[config.mk]
export PLATFORM = sky130hd
export DESIGN_NAME = xbus_rd_seq
export DESIGN_NICKNAME = d
export VERILOG_FILES = /design/src/rtl/xbus_pkg.sv /design/src/rtl/xbus_arb.sv /design/src/rtl/xbus_lane.sv /design/src/rtl/xbus_pack.sv /design/src/rtl/xbus_rd_seq.sv
export SDC_FILE = /design/constraint.sdc
export NUM_CORES = 1
export LEC_CHECK = 0
export ABC_AREA = 1
export BUFFER_PORTS_ARGS = -buffer_cell sky130_fd_sc_hd__buf_2
export CORE_MARGIN = 3
export CORE_UTILIZATION = 29
export CTS_CLUSTER_DIAMETER = 60
export DETAILED_ROUTE_END_ITERATION = 7
export PLACE_DENSITY = 0.46
export SETUP_SLACK_MARGIN = 0.3
export SYNTH_ARGS = -nofsm -noshare
export SYNTH_HDL_FRONTEND = slang
export SYNTH_SLANG_ARGS = --single-unit
[constraint.sdc]
create_clock -name clk -period 2.8 [get_ports clk]
set_input_delay 0.14 -clock clk [delete_from_list [all_inputs] [get_ports clk]]
set_output_delay 0.14 -clock clk [all_outputs]
set_load 0.01 [all_outputs]
[src/rtl/xbus_pkg.sv]
package xbus_pkg;

  typedef enum logic [1:0] {
    BW_32  = 2'd0,
    BW_16  = 2'd1,
    BW_8   = 2'd2,
    BW_32X = 2'd3
  } bw_e;

endpackage

[src/rtl/xbus_arb.sv]
module xbus_arb (
  input  logic idle,
  input  logic grant,
  input  logic d_valid,
  input  logic i_valid,
  output logic d_take,
  output logic i_take
);
  logic open_q;

  always_comb begin
    open_q = idle & grant;
    d_take = open_q & d_valid;
    i_take = open_q & i_valid & ~d_valid;
  end
endmodule

[src/rtl/xbus_lane.sv]
module xbus_lane
  import xbus_pkg::*;
#(
  parameter int NREG = 4,
  parameter int RB   = 2
) (
  input  logic [2*NREG-1:0] cfg_width,
  input  logic [RB-1:0]     region,
  output bw_e               wcode,
  output logic [1:0]        beats_m1,
  output logic [2:0]        step,
  output logic [3:0]        be_n
);
  logic [1:0] codes [NREG];

  for (genvar g = 0; g < NREG; g++) begin : g_reg
    assign codes[g] = cfg_width[2*g +: 2];
  end

  always_comb begin
    wcode = bw_e'(codes[region]);
    unique case (wcode)
      BW_16: begin
        beats_m1 = 2'd1;
        step     = 3'd2;
        be_n     = 4'b0011;
      end
      BW_8: begin
        beats_m1 = 2'd3;
        step     = 3'd1;
        be_n     = 4'b0111;
      end
      default: begin
        beats_m1 = 2'd0;
        step     = 3'd4;
        be_n     = 4'b0000;
      end
    endcase
  end
endmodule

[src/rtl/xbus_pack.sv]
module xbus_pack
  import xbus_pkg::*;
(
  input  bw_e         wcode,
  input  logic [31:0] acc,
  input  logic [31:0] bus_d,
  output logic [31:0] next
);
  always_comb begin
    unique case (wcode)
      BW_16:   next = {acc[15:0], bus_d[31:16]};
      BW_8:    next = {acc[23:0], bus_d[31:24]};
      default: next = bus_d;
    endcase
  end
endmodule

[src/rtl/xbus_rd_seq.sv]
module xbus_rd_seq
  import xbus_pkg::*;
#(
  parameter int ADDR_W = 28,
  parameter int ASI_W  = 4,
  parameter int NREG   = 4
) (
  input  logic              clk,
  input  logic              rst,
  input  logic              grant,
  input  logic              d_valid,
  input  logic [ADDR_W-3:0] d_wadr,
  input  logic [ASI_W-1:0]  d_asi,
  input  logic              d_dbl,
  output logic              d_ack,
  input  logic              i_valid,
  input  logic [ADDR_W-3:0] i_wadr,
  input  logic [ASI_W-1:0]  i_asi,
  output logic              i_ack,
  input  logic [2*NREG-1:0] cfg_width,
  output logic              as_n,
  output logic [ADDR_W-1:0] bus_adr,
  output logic [ASI_W-1:0]  asi,
  output logic              rdwr,
  output logic [3:0]        be_n,
  input  logic              rdy_n,
  input  logic              berr,
  input  logic [31:0]       bus_d,
  output logic              rsp_valid,
  output logic [31:0]       rsp_data,
  output logic              rsp_err,
  output logic              rsp_is_data,
  output logic              rsp_second
);
  localparam int WA_W = ADDR_W - 2;
  localparam int RB   = (NREG > 1) ? $clog2(NREG) : 1;

  logic d_take, i_take, take;
  logic [WA_W-1:0] sel_wadr;
  bw_e             lk_code;
  logic [1:0]      lk_beats;
  logic [2:0]      lk_step;
  logic [3:0]      lk_be;

  logic              busy_q, isd_q, dbl_q, word_q;
  logic [1:0]        beat_q, beats_m1_q;
  logic [2:0]        step_q;
  bw_e               wcode_q;
  logic [WA_W-1:0]   base_q;
  logic [31:0]       acc_q, acc_nx;
  logic              as_n_q, rdwr_q, rsp_valid_q, rsp_err_q, rsp_isd_q, rsp_sec_q;
  logic [ADDR_W-1:0] adr_q;
  logic [ASI_W-1:0]  asi_q;
  logic [3:0]        be_n_q;
  logic [31:0]       rsp_data_q;

  xbus_arb u_arb (
    .idle   (~busy_q),
    .grant  (grant),
    .d_valid(d_valid),
    .i_valid(i_valid),
    .d_take (d_take),
    .i_take (i_take)
  );

  assign take     = d_take | i_take;
  assign sel_wadr = d_take ? d_wadr : i_wadr;

  xbus_lane #(.NREG(NREG), .RB(RB)) u_lane (
    .cfg_width(cfg_width),
    .region   (sel_wadr[WA_W-1 -: RB]),
    .wcode    (lk_code),
    .beats_m1 (lk_beats),
    .step     (lk_step),
    .be_n     (lk_be)
  );

  xbus_pack u_pack (
    .wcode(wcode_q),
    .acc  (acc_q),
    .bus_d(bus_d),
    .next (acc_nx)
  );

  always_ff @(posedge clk) begin
    if (rst) begin
      busy_q      <= 1'b0;
      isd_q       <= 1'b0;
      dbl_q       <= 1'b0;
      word_q      <= 1'b0;
      beat_q      <= '0;
      beats_m1_q  <= '0;
      step_q      <= 3'd4;
      wcode_q     <= BW_32;
      base_q      <= '0;
      acc_q       <= '0;
      as_n_q      <= 1'b1;
      rdwr_q      <= 1'b0;
      adr_q       <= '0;
      asi_q       <= '0;
      be_n_q      <= 4'b1111;
      rsp_valid_q <= 1'b0;
      rsp_data_q  <= '0;
      rsp_err_q   <= 1'b0;
      rsp_isd_q   <= 1'b0;
      rsp_sec_q   <= 1'b0;
    end else begin
      rsp_valid_q <= 1'b0;
      as_n_q      <= 1'b1;
      if (!busy_q) begin
        if (take) begin
          busy_q     <= 1'b1;
          isd_q      <= d_take;
          dbl_q      <= d_take & d_dbl;
          word_q     <= 1'b0;
          beat_q     <= '0;
          beats_m1_q <= lk_beats;
          step_q     <= lk_step;
          wcode_q    <= lk_code;
          base_q     <= sel_wadr;
          acc_q      <= '0;
          as_n_q     <= 1'b0;
          rdwr_q     <= 1'b1;
          adr_q      <= {sel_wadr, 2'b00};
          asi_q      <= d_take ? d_asi : i_asi;
          be_n_q     <= lk_be;
        end
      end else if (!rdy_n) begin
        if (berr) begin
          busy_q      <= 1'b0;
          rdwr_q      <= 1'b0;
          be_n_q      <= 4'b1111;
          rsp_valid_q <= 1'b1;
          rsp_data_q  <= '0;
          rsp_err_q   <= 1'b1;
          rsp_isd_q   <= isd_q;
          rsp_sec_q   <= word_q;
        end else if (beat_q != beats_m1_q) begin
          beat_q <= beat_q + 2'd1;
          acc_q  <= acc_nx;
          adr_q  <= adr_q + ADDR_W'(step_q);
          as_n_q <= 1'b0;
        end else begin
          rsp_valid_q <= 1'b1;
          rsp_data_q  <= acc_nx;
          rsp_err_q   <= 1'b0;
          rsp_isd_q   <= isd_q;
          rsp_sec_q   <= word_q;
          if (dbl_q && !word_q) begin
            word_q <= 1'b1;
            beat_q <= '0;
            acc_q  <= '0;
            base_q <= base_q + WA_W'(1);
            adr_q  <= {base_q + WA_W'(1), 2'b00};
            as_n_q <= 1'b0;
          end else begin
            busy_q <= 1'b0;
            rdwr_q <= 1'b0;
            be_n_q <= 4'b1111;
          end
        end
      end
    end
  end

  assign d_ack       = d_take;
  assign i_ack       = i_take;
  assign as_n        = as_n_q;
  assign bus_adr     = adr_q;
  assign asi         = asi_q;
  assign rdwr        = rdwr_q;
  assign be_n        = be_n_q;
  assign rsp_valid   = rsp_valid_q;
  assign rsp_data    = rsp_data_q;
  assign rsp_err     = rsp_err_q;
  assign rsp_is_data = rsp_isd_q;
  assign rsp_second  = rsp_sec_q;
endmodule

Yosys cells after proc, flatten, opt, wreduce, memory -nomap -nowiden
Index checks and enable logic that the tools add are counted.
W data, S select, Z words.
- flip-flop bits (word level): 137
- input port bits: 108
- output and inout port bits: 76
- logic and storage cells: 129
- add/subtract/negate cells: 3
- order comparisons: 1
- equal/unequal tests: 13
- muxes and demuxes: 73
- bitwise operators: 10
- reductions and logical operators: 9
- operators with widths (cell ; number):
    $mux W26 ; 7
    $mux W28 ; 6
    $mux W24 ; 6
    $mux W32 ; 2
    $pmux W32 S2 ; 1
    $mux W1 ; 32
    $add A28 B3 Y28 ; 1
    $mux W4 ; 7
    $add A26 B1 Y26 const B ; 1
    $mux W2 ; 8
    $pmux W3 S2 ; 2
    $ne A2 B2 Y1 const B ; 4
    $reduce_and A4 Y1 ; 2
    $ne A3 B3 Y1 const B ; 2
    $and A1 B1 Y1 ; 5
    $reduce_and A5 Y1 ; 1
    $bmux W2 S2 ; 1
    $eq A2 B1 Y1 const B ; 2
    $eq A2 B2 Y1 const B ; 2
    $pmux W2 S2 ; 1
    $ge A3 B3 Y1 const B ; 1
    $ne A3 B1 Y1 const B ; 1
    $not A1 Y1 ; 3
    $not A2 Y3 ; 1
    10 further kinds ; 10

Longest topological paths before layout
- depth in word-level cells: 12
- gate-level depth with buffers: 13
- mapped depth without buffers: 13

Modules after synthesis
From an unflattened synthesis, not the netlist that was laid out.
- cell total of the unflattened synthesis: 1405
- area, all modules: 8511.9 um^2
- modules (own cells, without submodules) (module ; times used ; cells each ; area an instance (um^2) ; seq. area each (um^2)):
    xbus_rd_seq ; 1 ; 1149 ; 7409.6 ; 2902.8
    xbus_pack ; 1 ; 210 ; 878.3 ; 0.0
    xbus_lane ; 1 ; 41 ; 202.7 ; 0.0
    xbus_arb ; 1 ; 5 ; 21.3 ; 0.0

Worst setup path after synthesis
Ideal clock, no wire load.
- path kind: reg2reg
- start: reg busy_q
- end: reg beats_m1_q[0]
- setup time: 0.058 ns
- arrival: 1.778 ns
- required time: 2.742 ns
- setup slack: 0.964 ns
- cell stages (with the launch flop): 13
- path buffers: 1
- clock period less this slack: 1.836 ns
- cells stage by stage: dfxtp_1 inv_2 nand3_2 buf_2 nand2_1 o21ai_0 inv_1 o211ai_1 nand2_1 inv_1 ha_1 a21oi_1 o21a_1
- cells in the longest elaborated chain, start to end: 10
- elaborated cells between the ends (all ways): 15
- classes of those cells: eq/ne: 2; mux: 5; bitwise: 7; reduce/logical: 1
- RTL lines (what ; RTL line ; text):
    start, declared ; xbus_rd_seq.sv:45 ; logic busy_q, isd_q, dbl_q, word_q;
    start signal, assigned ; xbus_rd_seq.sv:87 ; busy_q <= 1'b0;
    start signal, assigned ; xbus_rd_seq.sv:112 ; busy_q <= 1'b1;
    start signal, assigned ; xbus_rd_seq.sv:130 ; busy_q <= 1'b0;
    $not A1 Y1 (no source line) * ; -- ;
    $and A1 B1 Y1 * ; xbus_arb.sv:12 ; open_q = idle & grant;
    $and A1 B1 Y1 * ; xbus_arb.sv:13 ; d_take = open_q & d_valid;
    $mux W26 * ; xbus_rd_seq.sv:67 ; assign sel_wadr = d_take ? d_wadr : i_wadr;
    $not A2 Y3 (implied by the code) * ; xbus_lane.sv:21 ; wcode = bw_e'(codes[region]);
    $bmux W2 S2 * ; xbus_lane.sv:21 ;
    $mux W2 (implied by the code) * (2 in a row) ; xbus_lane.sv:21 ;
    net lk_code[0] ; xbus_rd_seq.sv:40 ; bw_e lk_code;
    $eq A2 B2 Y1 / $eq A2 B1 Y1 (equally long branches) ; xbus_lane.sv:22 ; unique case (wcode)
    $pmux W2 S2 * ; xbus_lane.sv:22 ;
    end signal, assigned ; xbus_rd_seq.sv:117 ; beats_m1_q <= lk_beats;
    end, declared ; xbus_rd_seq.sv:46 ; logic [1:0] beat_q, beats_m1_q;
Mark *: on every way through the listed nets, which the timed path passes. The rest lies on a longest branch. The select of a mux whose other input is x is not followed.
A chain may end at the register's enable or synchronous reset.

Worst setup path after layout
- start: reg busy_q
- end: reg adr_q[13] (netlist: bus_adr[13])
- cells in the longest elaborated chain, start to end: 7
- elaborated cells between the ends (all ways): 14
- classes of those cells: eq/ne: 3; mux: 3; bitwise: 6; reduce/logical: 2
- RTL lines (what ; RTL line ; text):
    $not A1 Y1 (no source line) ; -- ;
    $and A1 B1 Y1 ; xbus_arb.sv:12 ;
    $and A1 B1 Y1 (2 in a row) ; xbus_arb.sv:14 ; i_take = open_q & i_valid & ~d_valid;
    $or A1 B1 Y1 ; xbus_rd_seq.sv:66 ; assign take = d_take | i_take;
    $reduce_bool A2 Y1 (no source line) ; -- ;
    $reduce_and A4 Y1 (no source line) ; -- ;
    end signal, assigned ; xbus_rd_seq.sv:124 ; adr_q <= {sel_wadr, 2'b00};
    end signal, assigned ; xbus_rd_seq.sv:141 ; adr_q <= adr_q + ADDR_W'(step_q);
    end signal, assigned ; xbus_rd_seq.sv:154 ; adr_q <= {base_q + WA_W'(1), 2'b00};
    end, declared ; xbus_rd_seq.sv:52 ; logic [ADDR_W-1:0] adr_q;
Several ways; a longest one is shown, not always the timed one. The select of a mux whose other input is x is not followed.

==> impl_metrics.toml <==
[synth]
ys_seq_elements = 135
synth_edf_count = 0
ys.warnings.count = 0
synth_mux_area_share_pct = 0
synth-simple-area-share_pct = 35.8
synth_most_common_cell = "nand2_1"
synthAdderAreaFrac_pct = 1.48
syn_avg_cell_area_um2 = 6.23
synth_area_leaders = "dfxtp_1 (33%), nand2_1 (18%), nand3_1 (7.3%)"
netlist-cell-type-count = 43
synth-seq-area-share_pct = 33.2
synth_area_um2 = 8140
synthXorXnorAreaFrac_pct = 2.04
synthTopCellsByCount = "nand2_1 (396), nor2_1 (154), dfxtp_1 (135), inv_1 (118), nand3_1 (118)"
synth_top_area_share_pct = 33.2
synth.largest_area_cell = "dfxtp_1"
ys.flop_type = "dfxtp_1"
syn-num-nets = 1424
synth_top_family_by_area = "simple AND/OR/NAND/NOR gates"
postSynthCellCount = 1307
async_flop_share_pct = 0
synth_compound_gate_area_share_pct = 17.7

[power_and_ir_drop]
power.internal_w = 0.00381
irDropWorstVdd_uv = 328
clkPwrFrac_pct = 37.3
finalPower_w = 0.00597
sequentialPowerShare_pct = 37.9
leakage_nw = 4.43
power_switching_w = 0.00216
p_per_area_nw_per_um2 = 602
power.share.switching_pct = 36.2
comb_power_share_pct = 24.8

[die]
ios = 184
core_area_um2 = 27300
initial_utilization_pct = 29.9
rows = 60
die_w_um = 174
die_area_um2 = 30100
fp.dieH_um = 174

[worst_setup_path]
crit_type = "reg -> reg"
cp_max_fo = 42
reg2reg_slack_ns = 0.58
cp.arrival_ns = 2.57
start_kind = "register"
cp.required_ns = 3.15
worstSetupEndpointType = "register"

[global_route]
overflow = 0
track_usage_pct = 20.4
antenna_found_initial = 0
grt_pass1_wl_mm = 49.2
grt_max_degree = 85
grt_pass1_vias = 8829

[clock_network]
cts_tree = "done"
path_clk_slew_ns = 0.07
post-cts-setup-buffers = 0
cts-root-buf = "clkbuf_16"
htree_levels = 4
cts_buffer_depth = 2
cts-buffers-inserted = 17
clk_latency_ns = 0.43
clock_sinks = 135

[finish]
area_growth_pct = 21.9
drive_above_1_share_pct = 17.4
nets = 1581
insertedDiodeCount = 0

[timing]
period_share_pct = 79.2
setup_violations = 0
period_minus_slack_ns = 2.22
rsz0062_at_grt = "false"
fmax_mhz = 451
hold_viol = 0
timing.setup.tns_ns = 0
drv_slew = 0
finClkSkew_ns = 0.0131
maxSlewHeadroom_pct = 17.0
tightest_slew_ns = 1.25

[status]
status = "complete, no violations"

[job]
cap_violations = 0

[worst_hold_path]
worstHoldPathType = "in -> reg"

[route]
dr.first_iter.drc_count = 721
vias_per_cell = 4.91
vias = 9073
wl_per_cell_um = 16.9
drc = 0
ant_nets = 0
drt_wl_total_mm = 31.3
drtPass1Iterations = 7

[placement]
gp_congestion = 0.894
port_buffers = 183
hpwl_mm = 22.9
==> cells in the final DEF (no fill, tap or decap), drive strengths merged, types with 3 or more instances in the layout <==
master | netlist | layout
a21oi | 91 | 91
a221oi | 7 | 7
a22oi | 23 | 23
buf | 36 | 200
clkbuf | 28 | 17
clkinv | 0 | 4
clkinvlp | 0 | 3
dfxtp | 135 | 135
ha | 8 | 8
inv | 124 | 131
nand2 | 400 | 400
nand3 | 121 | 121
nand3b | 4 | 4
nand4 | 7 | 7
nor2 | 157 | 157
nor3 | 7 | 7
o211ai | 9 | 9
o21ai | 105 | 105
o21bai | 3 | 3
o31ai | 8 | 8
or2 | 5 | 5
xnor2 | 9 | 9
xor2 | 10 | 10
==> power by group through the flow <==
stage	logic [W]	registers [W]	clock network, W
final	0.00148	0.00226	0.00223
after CTS	0.00150	0.00226	0.00227
after global routing	0.00168	0.00228	0.00236
after detailed placement	0.00149	0.00230	0
after floorplan	0.000938	0.00228	0
after global placement	0.00148	0.00230	0
==> critical path, stage by stage, from the launching register on <==
cell and delay [ns]:
dfxtp_1 0.34, inv_2 0.05, buf_4 0.19, nand3_1 0.15
nand2_2 0.14, inv_2 0.26, o21ai_2 0.11, nand2_2 0.08
buf_4 0.42, o21ai_0 0.16, inv_1 0.08, nand2_1 0.05
a21oi_1 0.10
==> logic make-up after synthesis <==
logic type	Yosys count
and+or+nand+nor	703
buffers and inverters	188
adders and majority gates	9
xor gates and xnor gates	19
AOI/OAI and AO/OA	253
DFF	135
==> state kept, by name (all words and copies together) (netlist names), 2 cells and up <==
| register | count |
|---|---|
| acc_q | 24 |
| bus_adr | 28 |
| be_n | 3 |
| step_q | 3 |
| rsp_data | 32 |
| asi | 4 |
| beat_q | 2 |
| base_q | 26 |
| wcode_q | 2 |
==> final timing paths <==
check / start / endpoint / depth (start not counted)
worst max-delay path: busy_q / bus_adr[13] / 12
worst min-delay path: i_asi[1] / asi[1] / 3
worst max register to register: busy_q / bus_adr[13] / 12
worst min register to register: be_n[3] / be_n[3] / 2
==> metal layers <==
metal / up-vias / share of wire, % / wire length, um / GRT usage [%]
li1: 4555 / - / - / -
met1: 4207 / 46 / 14500 / 27.7
met2: 282 / 47 / 14700 / 34.1
met3: 29 / 5.5 / 1730 / 3.75
met4: 0 / 1.2 / 384 / 4.09
met5: - / 0 / 0 / 0
==> what timing repair did <==
| action | in CTS | in global routing |
|---|---|---|
| hold buffers | 2 | 0 |
| endpoints found under the hold margin | 2 | 0 |
| endpoints found under the setup margin | 0 | 1 |
| gates resized for setup | 0 | 1 |
==> layout make-up <==
cell class / count / area [um^2]
clock inverters: 15 / 140
repair buffers: 202 / 1080
well taps: 372 / 465
fillers: 3046 / 17300
flip-flops and latches: 135 / 2700
inverters: 124 / 468
clock buffers: 17 / 425
multi-input cells: 984 / 4640
==> stage by stage <==
step | std cells | utilization, % | hold slack [ns] | worst slack [ns] | instance area (um^2)
2_1_floorplan | 1307 | - | 0.272 | 0.964 | 8140
3_3_place_gp | 1815 | 34.3 | 0.418 | 0.495 | 9330
3_5_place_dp | 1815 | 34.3 | 0.424 | 0.509 | 9330
4_1_cts | 1849 | 36.4 | 0.00452 | 0.480 | 9920
5_1_grt | 1849 | 36.4 | 0.0637 | 0.317 | 9920
6_report | 1849 | 36.4 | 0.0178 | 0.582 | 9920
Note: power is estimated with default switching activity, not from simulation.
